[src/rtl/adcseq_pkg.sv]
package adcseq_pkg;

  typedef enum logic [1:0] {
    ST_IDLE    = 2'd0,
    ST_TRK_INT = 2'd1,
    ST_TRK_EXT = 2'd2,
    ST_CONV    = 2'd3
  } seq_state_t;

  // Host-visible field order of the control byte (MSB first)
  typedef struct packed {
    logic       pd_sel;
    logic       pd_qual;
    logic       acq_host;
    logic       span_hi;
    logic       bipolar;
    logic [2:0] chan;
  } ctrl_byte_t;

endpackage

[src/rtl/adcseq_sync.sv]
module adcseq_sync #(
  parameter int             W       = 1,
  parameter int             STAGES  = 2,
  parameter logic [W-1:0]   RST_VAL = '0
) (
  input  logic         clk,
  input  logic         rst,
  input  logic [W-1:0] d,
  output logic [W-1:0] q
);

  logic [W-1:0] stg [STAGES];

  genvar i;
  generate
    for (i = 0; i < STAGES; i++) begin : g_stage
      if (i == 0) begin : g_first
        always_ff @(posedge clk) begin
          if (rst) stg[i] <= RST_VAL;
          else     stg[i] <= d;
        end
      end else begin : g_next
        always_ff @(posedge clk) begin
          if (rst) stg[i] <= RST_VAL;
          else     stg[i] <= stg[i-1];
        end
      end
    end
  endgenerate

  assign q = stg[STAGES-1];

endmodule

[src/rtl/adcseq_sar.sv]
module adcseq_sar #(
  parameter int W = 12
) (
  input  logic         clk,
  input  logic         rst,
  input  logic         start,
  input  logic         cmp,
  output logic         busy,
  output logic         done,
  output logic [W-1:0] code,
  output logic [W-1:0] dac
);

  logic [W-1:0] sar;
  logic [W-1:0] mask;

  always_ff @(posedge clk) begin
    if (rst) begin
      sar  <= '0;
      mask <= '0;
      busy <= 1'b0;
      done <= 1'b0;
    end else begin
      done <= 1'b0;
      if (start) begin
        sar  <= '0;
        mask <= {1'b1, {(W-1){1'b0}}};
        busy <= 1'b1;
      end else if (busy) begin
        if (cmp) sar <= sar | mask;
        mask <= mask >> 1;
        if (mask[0]) begin
          busy <= 1'b0;
          done <= 1'b1;
        end
      end
    end
  end

  assign code = sar;
  assign dac  = busy ? (sar | mask) : '0;

endmodule

[src/rtl/adcseq_busport.sv]
module adcseq_busport #(
  parameter int W = 12
) (
  input  logic         clk,
  input  logic         rst,
  input  logic         load,
  input  logic [W-1:0] raw,
  input  logic         bip,
  input  logic         cs_s,
  input  logic         rd_s,
  input  logic         rd_fall,
  output logic [W-1:0] data,
  output logic         oe
);

  logic [W-1:0] result;

  always_ff @(posedge clk) begin
    if (rst)       result <= '0;
    else if (load) result <= bip ? {~raw[W-1], raw[W-2:0]} : raw;
  end

  always_ff @(posedge clk) begin
    if (rst) oe <= 1'b0;
    else     oe <= ~cs_s & ~rd_s & (rd_fall | oe);
  end

  assign data = result;

endmodule

[src/rtl/adcseq_top.sv]
module adcseq_top
  import adcseq_pkg::*;
#(
  parameter int DATA_W     = 12,
  parameter int NUM_CH     = 6,
  parameter int ACQ_CYCLES = 6,
  parameter int SYNC_STG   = 2
) (
  input  logic              clk,
  input  logic              rst,
  input  logic              cs_n,
  input  logic              wr_n,
  input  logic              rd_n,
  input  logic [7:0]        bus_in,
  input  logic              cmp_in,
  output logic [DATA_W-1:0] bus_out,
  output logic              bus_oe,
  output logic              int_n,
  output logic              trk_en,
  output logic              sar_active,
  output logic [DATA_W-1:0] dac_code,
  output logic [2:0]        ch_sel,
  output logic              bip_mode,
  output logic              rng_hi,
  output logic              clk_internal,
  output logic              standby,
  output logic              full_pd
);

  localparam int CTRL_W = $bits(ctrl_byte_t);
  localparam int SYN_W  = CTRL_W + 3;
  localparam int CNT_W  = $clog2(ACQ_CYCLES + 1);
  localparam logic [CNT_W-1:0] ACQ_LAST = CNT_W'(ACQ_CYCLES - 1);
  localparam logic [SYN_W-1:0] SYN_RST  = {3'b111, {CTRL_W{1'b0}}};

  // strobe and data synchronisation
  logic [SYN_W-1:0] syn;
  logic             cs_s, wr_s, rd_s, wr_d, rd_d;
  ctrl_byte_t       new_ctrl;

  adcseq_sync #(.W(SYN_W), .STAGES(SYNC_STG), .RST_VAL(SYN_RST)) u_sync (
    .clk (clk),
    .rst (rst),
    .d   ({cs_n, wr_n, rd_n, bus_in}),
    .q   (syn)
  );

  assign cs_s     = syn[SYN_W-1];
  assign wr_s     = syn[SYN_W-2];
  assign rd_s     = syn[SYN_W-3];
  assign new_ctrl = ctrl_byte_t'(syn[CTRL_W-1:0]);

  always_ff @(posedge clk) begin
    if (rst) begin
      wr_d <= 1'b1;
      rd_d <= 1'b1;
    end else begin
      wr_d <= wr_s;
      rd_d <= rd_s;
    end
  end

  logic wr_rise, rd_fall, ch_ok, accept;
  seq_state_t st, st_n;

  assign wr_rise = ~cs_s & wr_s & ~wr_d;
  assign rd_fall = ~cs_s & ~rd_s & rd_d;
  assign ch_ok   = (32'(new_ctrl.chan) < NUM_CH);
  assign accept  = wr_rise & ch_ok & ((st == ST_IDLE) | (st == ST_TRK_EXT));

  // sequencer
  logic [CNT_W-1:0] acq_cnt, cnt_n;
  logic             sar_go, sar_done;
  logic [DATA_W-1:0] sar_code;

  always_comb begin
    st_n   = st;
    cnt_n  = acq_cnt;
    sar_go = 1'b0;
    case (st)
      ST_IDLE: begin
        if (accept && !new_ctrl.pd_sel) begin
          if (new_ctrl.acq_host) begin
            st_n = ST_TRK_EXT;
          end else begin
            st_n  = ST_TRK_INT;
            cnt_n = '0;
          end
        end
      end
      ST_TRK_INT: begin
        if (acq_cnt == ACQ_LAST) begin
          st_n   = ST_CONV;
          sar_go = 1'b1;
        end else begin
          cnt_n = acq_cnt + 1'b1;
        end
      end
      ST_TRK_EXT: begin
        if (accept) begin
          if (new_ctrl.pd_sel) begin
            st_n = ST_IDLE;
          end else if (!new_ctrl.acq_host) begin
            st_n   = ST_CONV;
            sar_go = 1'b1;
          end
        end
      end
      ST_CONV: begin
        if (sar_done) st_n = ST_IDLE;
      end
      default: st_n = ST_IDLE;
    endcase
  end

  always_ff @(posedge clk) begin
    if (rst) begin
      st      <= ST_IDLE;
      acq_cnt <= '0;
    end else begin
      st      <= st_n;
      acq_cnt <= cnt_n;
    end
  end

  // latched control fields
  logic       pd_sel_q, pd_qual_q, span_q, bip_q, clk_int_q;
  logic [2:0] chan_q;

  always_ff @(posedge clk) begin
    if (rst) begin
      pd_sel_q  <= 1'b0;
      pd_qual_q <= 1'b0;
      span_q    <= 1'b0;
      bip_q     <= 1'b0;
      chan_q    <= '0;
      clk_int_q <= 1'b0;
    end else if (accept) begin
      pd_sel_q  <= new_ctrl.pd_sel;
      pd_qual_q <= new_ctrl.pd_qual;
      span_q    <= new_ctrl.span_hi;
      bip_q     <= new_ctrl.bipolar;
      chan_q    <= new_ctrl.chan;
      if (!new_ctrl.pd_sel) clk_int_q <= new_ctrl.pd_qual;
    end
  end

  // conversion engine
  logic conv_end;

  adcseq_sar #(.W(DATA_W)) u_sar (
    .clk   (clk),
    .rst   (rst),
    .start (sar_go),
    .cmp   (cmp_in),
    .busy  (sar_active),
    .done  (sar_done),
    .code  (sar_code),
    .dac   (dac_code)
  );

  assign conv_end = (st == ST_CONV) & sar_done;

  // completion flag
  always_ff @(posedge clk) begin
    if (rst)                    int_n <= 1'b1;
    else if (conv_end)          int_n <= 1'b0;
    else if (accept | rd_fall)  int_n <= 1'b1;
  end

  // result path
  adcseq_busport #(.W(DATA_W)) u_port (
    .clk     (clk),
    .rst     (rst),
    .load    (conv_end),
    .raw     (sar_code),
    .bip     (bip_q),
    .cs_s    (cs_s),
    .rd_s    (rd_s),
    .rd_fall (rd_fall),
    .data    (bus_out),
    .oe      (bus_oe)
  );

  assign trk_en       = (st == ST_TRK_INT) | (st == ST_TRK_EXT);
  assign ch_sel       = chan_q;
  assign bip_mode     = bip_q;
  assign rng_hi       = span_q;
  assign clk_internal = clk_int_q;
  assign standby      = pd_sel_q & ~pd_qual_q;
  assign full_pd      = pd_sel_q & pd_qual_q;

endmodule

[config.mk]
export PLATFORM = sky130hd
export DESIGN_NAME = adcseq_top
export DESIGN_NICKNAME = d
export VERILOG_FILES = /design/src/rtl/adcseq_pkg.sv /design/src/rtl/adcseq_sync.sv /design/src/rtl/adcseq_sar.sv /design/src/rtl/adcseq_busport.sv /design/src/rtl/adcseq_top.sv
export SDC_FILE = /design/constraint.sdc
export NUM_CORES = 1
export LEC_CHECK = 0
export CAP_MARGIN = 20
export CORE_UTILIZATION = 27
export CTS_CLUSTER_SIZE = 14
export DETAILED_ROUTE_END_ITERATION = 8
export REMOVE_ABC_BUFFERS = 1
export SYNTH_ARGS = -nofsm -noshare
export SYNTH_HDL_FRONTEND = slang
export SYNTH_SLANG_ARGS = --single-unit
[constraint.sdc]
create_clock -name clk -period 4.6 [get_ports clk]
set_input_delay 1.15 -clock clk [delete_from_list [all_inputs] [get_ports clk]]
set_output_delay 1.15 -clock clk [all_outputs]
set_load 0.03 [all_outputs]
* Word level (Yosys, flattened, before mapping)
Memories as Yosys holds them, arrays and structs flattened.
Index checks and enable logic that the tools add are counted.
** Storage, ports and cells
- Bits in writable memories :: 22
- Bits in registers :: 55
- Memories :: 1
** Memories
- u_sync.stg :: words 2, bits a word 11, read ports 2, clocked after memory_dff 0, write ports 2, line adcseq_sync.sv:12 : logic [W-1:0] stg [STAGES];
** Operators by class
- $add $sub $neg :: 1
- Bitwise logic cells :: 24
- Magnitude comparators :: 1
- Reductions and logical operators :: 12
- Multiplexer cells :: 32
- Equal/unequal tests :: 11
** Operator list (count)
- 12-bit two-way mux :: 4
- 11-bit two-way mux :: 2
- 2-bit two-way mux :: 7
- 1-bit two-way mux :: 13
- 12-bit bitwise OR :: 1
- 1-bit AND :: 10
- 3-bit two-way mux :: 3
- 2-bit inequality test (second input constant) :: 4
- 2-bit one-hot mux with 4 select lines :: 1
- 1-bit NOT :: 7
- 1-bit bitwise OR :: 6
- 3-bit one-hot mux with 2 select lines :: 1
- 2-bit nonzero test :: 3
- 5-bit AND reduction :: 1
- 2-bit == test (second input constant) :: 2
- 2-bit by 1-bit inequality test with 1-bit output (second input constant) :: 2
- 2-bit AND reduction :: 2
- 4-bit AND reduction :: 1
- 3-bit by 1-bit adder with 3-bit output (second input constant) :: 1
- 3-bit == test (second input constant) :: 1
- 3-bit < comparator (second input constant) :: 1
- 3-bit inequality test (second input constant) :: 1
- 3-bit OR reduction :: 1
- 2-bit by 1-bit == test with 1-bit output (second input constant) :: 1
- 5 further kinds :: 5

* Logic depth before layout (Yosys ltp)
- Depth after elaboration :: 8
- Gate-level depth with buffers :: 7

* Modules after synthesis
Synthesis repeated with hierarchy kept, for this count alone.
** Unflattened totals
- Cell total of the unflattened synthesis :: 291
- Area, all modules :: 3001.6 um^2
** By module, submodules not included
- adcseq_sar :: instances 1, area an instance 991.0 um^2, cells an instance 100, seq. area each 520.5 um^2
- adcseq_top :: instances 1, area an instance 928.4 um^2, cells an instance 102, seq. area each 320.3 um^2
- adcseq_sync :: instances 1, area an instance 596.8 um^2, cells an instance 46, seq. area each 440.4 um^2
- adcseq_busport :: instances 1, area an instance 485.5 um^2, cells an instance 43, seq. area each 260.2 um^2

* Worst setup path after synthesis
No wires, ideal clock.
- Kind :: register to output
- Start point :: register u_sar.busy
- End point :: output dac_code[10]
- Setup slack :: 1.944 ns
- Path buffers :: 2
- Arrival time :: 1.506 ns
- Data required time :: 3.450 ns
- Cell stages (with the launch flop) :: 4
- Cell sequence :: dfxtp_1 -> buf_2 -> buf_1 -> o21a_1
** On the way
- Word-level cells in the longest chain between the ends :: 1
** RTL lines
- start: declaration :: line adcseq_sar.sv:8 : output logic busy,
- start signal: assignment :: line adcseq_sar.sv:21 : busy <= 1'b0;
- start signal: assignment :: line adcseq_sar.sv:28 : busy <= 1'b1;
- start signal: assignment :: line adcseq_sar.sv:33 : busy <= 1'b0;
- 12-bit two-way mux :: line adcseq_sar.sv:41 : assign dac = busy ? (sar | mask) : '0;
- end: declaration :: line adcseq_top.sv:21 : output logic [DATA_W-1:0] dac_code,
No other way between the ends.

* Worst setup path in the final report
- Start point :: register u_sar.busy
- End point :: output dac_code[5]
The elaborated chain is that of the path after synthesis.

==> flow_summary.yaml <==
cells_and_area:
  final_common_cell: "dfxtp_1"
  final_util_pct: 35.48
  syn_to_final_growth_pct: 26.84
  final_cell_area_um2: 3696
  diodes: 0
  fin_cells: 488
  most-common-layout-cells: "dfxtp_1, clkdlybuf4s50_1, nor2_1"
  drive_above_1_share_pct: 9.659
  nets: 368
drt:
  drc_errors: 0
  finalWirelength_mm: 5.795
  vias: 2156
  viasPerCell: 4.418
  wl_per_cell_um: 11.88
  antenna_left: 0
  firstDrtPassIters: 6
  drt_iter0_drc: 51
clock_network:
  cts_hold_buf: 0
  cts-resized-gates: 0
  clock-sinks: 77
  cts_tree: "yes"
  postCtsSetupBuffers: 0
  clock_latency_ns: 0.34
  cts_buffers: 9
  path_clk_slew_ns: 0.08
  cts_buffer_depth: 2
  htreeDepth: 3
  cts.root.buffer_cell: "clkbuf_8"
setup_path:
  reg2reg_slack_ns: 2.67
  reg2regPathDepth: 6
  cp-start-kind: "flop"
  reg2reg_to: "u_sar.mask[3]$_SDFFE_PP0P_"
  crit_arrival_ns: 2.18
  critPathLaunch: "u_sar.busy$_SDFF_PP0_"
  critPathKind: "flop to output pin"
  cp-endpoint: "dac_code[5]"
  end_kind: "output pin"
  timing.rr.start: "st[0]$_SDFFE_PP0P_"
  required_ns: 3.45
  worstPathMaxFanout: 23
sta:
  finalSetupTns_ns: 0
  skew_ns: 0.009438
  slew_headroom_pct: 34.78
  rsz0062_at_grt: "no"
  final_hold_viol_count: 0
  drv_slew: 0
  period_share_pct: 72.48
  worst_hold_slack_ns: 0.4044
  period_needed_ns: 3.334
  setup_viol: 0
  tightest_slew_ns: 0.9783
  fmax_mhz: 300.0
floorplanning:
  fp.dieH_um: 105.9
  die_w_um: 105.9
  start_util_pct: 27.98
  core_region_area_um2: 10420
  rows: 37
  io_pins: 50
  die_area_um2: 11210
power:
  peakVddDrop_v: 0.0001284
  leakage_nw: 1.344
  power_density_nw_per_um2: 353.1
hold_path:
  hold_class: "flop to flop"
placed_design:
  place_congestion: 0.7027
  port_buffers: 49
  dp_hpwl_mm: 3.888
  place_inst: 472
  place_area_um2: 3505
synthesis:
  synth_edf_count: 0
  ys_seq_area_share_pct: 52.90
  netlist_area_um2: 2914
  yosys.cell_types.count: 44
  synth_ff_type: "dfxtp_1"
  syn_avg_cell_area_um2: 9.681
  ys_seq_elements: 77
  async_flop_share_pct: 0
  synthCells: 301
  ys_warn_count: 0
global_routing:
  grt_pass1_vias: 2109
  grt-ovfl-total: 0
  grt_max_degree: 56
  grtUsageTotal_pct: 11.03
  antenna_found_initial: 0
  grt_pass1_wl_mm: 9.742
job:
  maxCapViolations: 0
run_status:
  status: "completed"
## synth_stat cells, drive strengths merged, types with 2 or more instances
library cell | count | share of area, %
o21ai | 4 | 0.69
o21a | 12 | 3.1
o31a | 2 | 0.64
nand2b | 3 | 0.64
nand3b | 2 | 0.52
inv | 5 | 0.64
a31oi | 2 | 0.43
dfxtp | 77 | 53
and2 | 4 | 0.86
mux2i | 19 | 6.5
a211oi | 2 | 0.52
nor3 | 3 | 0.69
clkbuf | 9 | 1.2
ha | 7 | 3.0
nor2 | 40 | 5.2
buf | 6 | 1.3
a21oi | 30 | 5.2
nor2b | 20 | 4.3
or2 | 10 | 2.1
or3b | 2 | 0.69
nand2 | 28 | 3.6
## routing by layer
| metal | global-route usage (%) | share of wire (%) |
|---|---|---|
| met1 | 13.26 | 46 |
| met2 | 18.30 | 49 |
| met3 | 2.759 | 3.1 |
| met4 | 5.456 | 1.9 |
| met5 | 0 | 0 |
## per-stage QoR
stage / setup slack [ns] / total power, mW
floorplan: 2.005 / 0.7872
global placement: 1.640 / 0.8274
detailed placement: 1.592 / 0.8321
CTS: 1.200 / 1.327
global route: 1.088 / 1.371
finish: 1.266 / 1.305
## power breakdown
part	leakage (nW)	internal [mW]	switching, mW	total, mW
Clock	0.0923	0.250	0.239	0.489
Combinational	0.627	0.0523	0.0766	0.129
Sequential	0.625	0.679	0.00816	0.687
Total	1.34	0.981	0.324	1.31
## critical path: stages (launching register included)
cell and delay (ns):
dfxtp_1 0.93, o21a_1 0.23, clkdlybuf4s50_1 0.67
## final cells by class
cell class              instances  area (µm²)
clock buffers                  10       127.6
inverters                       5       18.77
multi-input cells             204        1281
flip-flops and latches         77        1541
fillers                      1088        6720
repair buffers                 50       493.0
clock inverters                 6       63.81
well taps                     136       170.2
## kinds of logic (layout without fill, tap and decap cells)
| kind of cell | Yosys count | count (layout) | share of synthesized area [%] |
|---|---|---|---|
| compound gates | 59 | 59 | 13.74 |
| mux | 19 | 19 | 6.526 |
| simple gates | 118 | 118 | 20.40 |
| buf+inv | 20 | 71 | 3.134 |
| xor+xnor | 1 | 1 | 0.3006 |
| flops | 77 | 77 | 52.90 |
| fa+ha+maj | 7 | 7 | 3.005 |
## state kept, by name (all words and copies together), names as in the netlist
name          count
rng_hi            1
u_port.data      12
st                2
rd_d              1
u_sar.busy        1
u_sar.done        1
wr_d              1
bip_mode          1
int_n             1
u_sync.stg       22
u_port.oe         1
clk_internal      1
u_sar.mask       12
acq_cnt           3
u_sar.code       12
pd_sel_q          1
pd_qual_q         1
ch_sel            3
## worst min-delay path by stage
stage                            startpoint                            to  depth (start not counted)
2_1_floorplan  u_sync.stg[0][10]$_SDFF_PP1_  u_sync.stg[1][10]$_SDFF_PP1_                          1
5_1_grt         u_sync.stg[0][9]$_SDFF_PP1_   u_sync.stg[1][9]$_SDFF_PP1_                          1
6_report        u_sync.stg[0][9]$_SDFF_PP1_   u_sync.stg[1][9]$_SDFF_PP1_                          1
3_5_place_dp   u_sync.stg[0][10]$_SDFF_PP1_  u_sync.stg[1][10]$_SDFF_PP1_                          1
3_3_place_gp    u_sync.stg[0][8]$_SDFF_PP1_   u_sync.stg[1][8]$_SDFF_PP1_                          1
4_1_cts         u_sync.stg[0][9]$_SDFF_PP1_   u_sync.stg[1][9]$_SDFF_PP1_                          1
(Power assumes the default switching activity.)
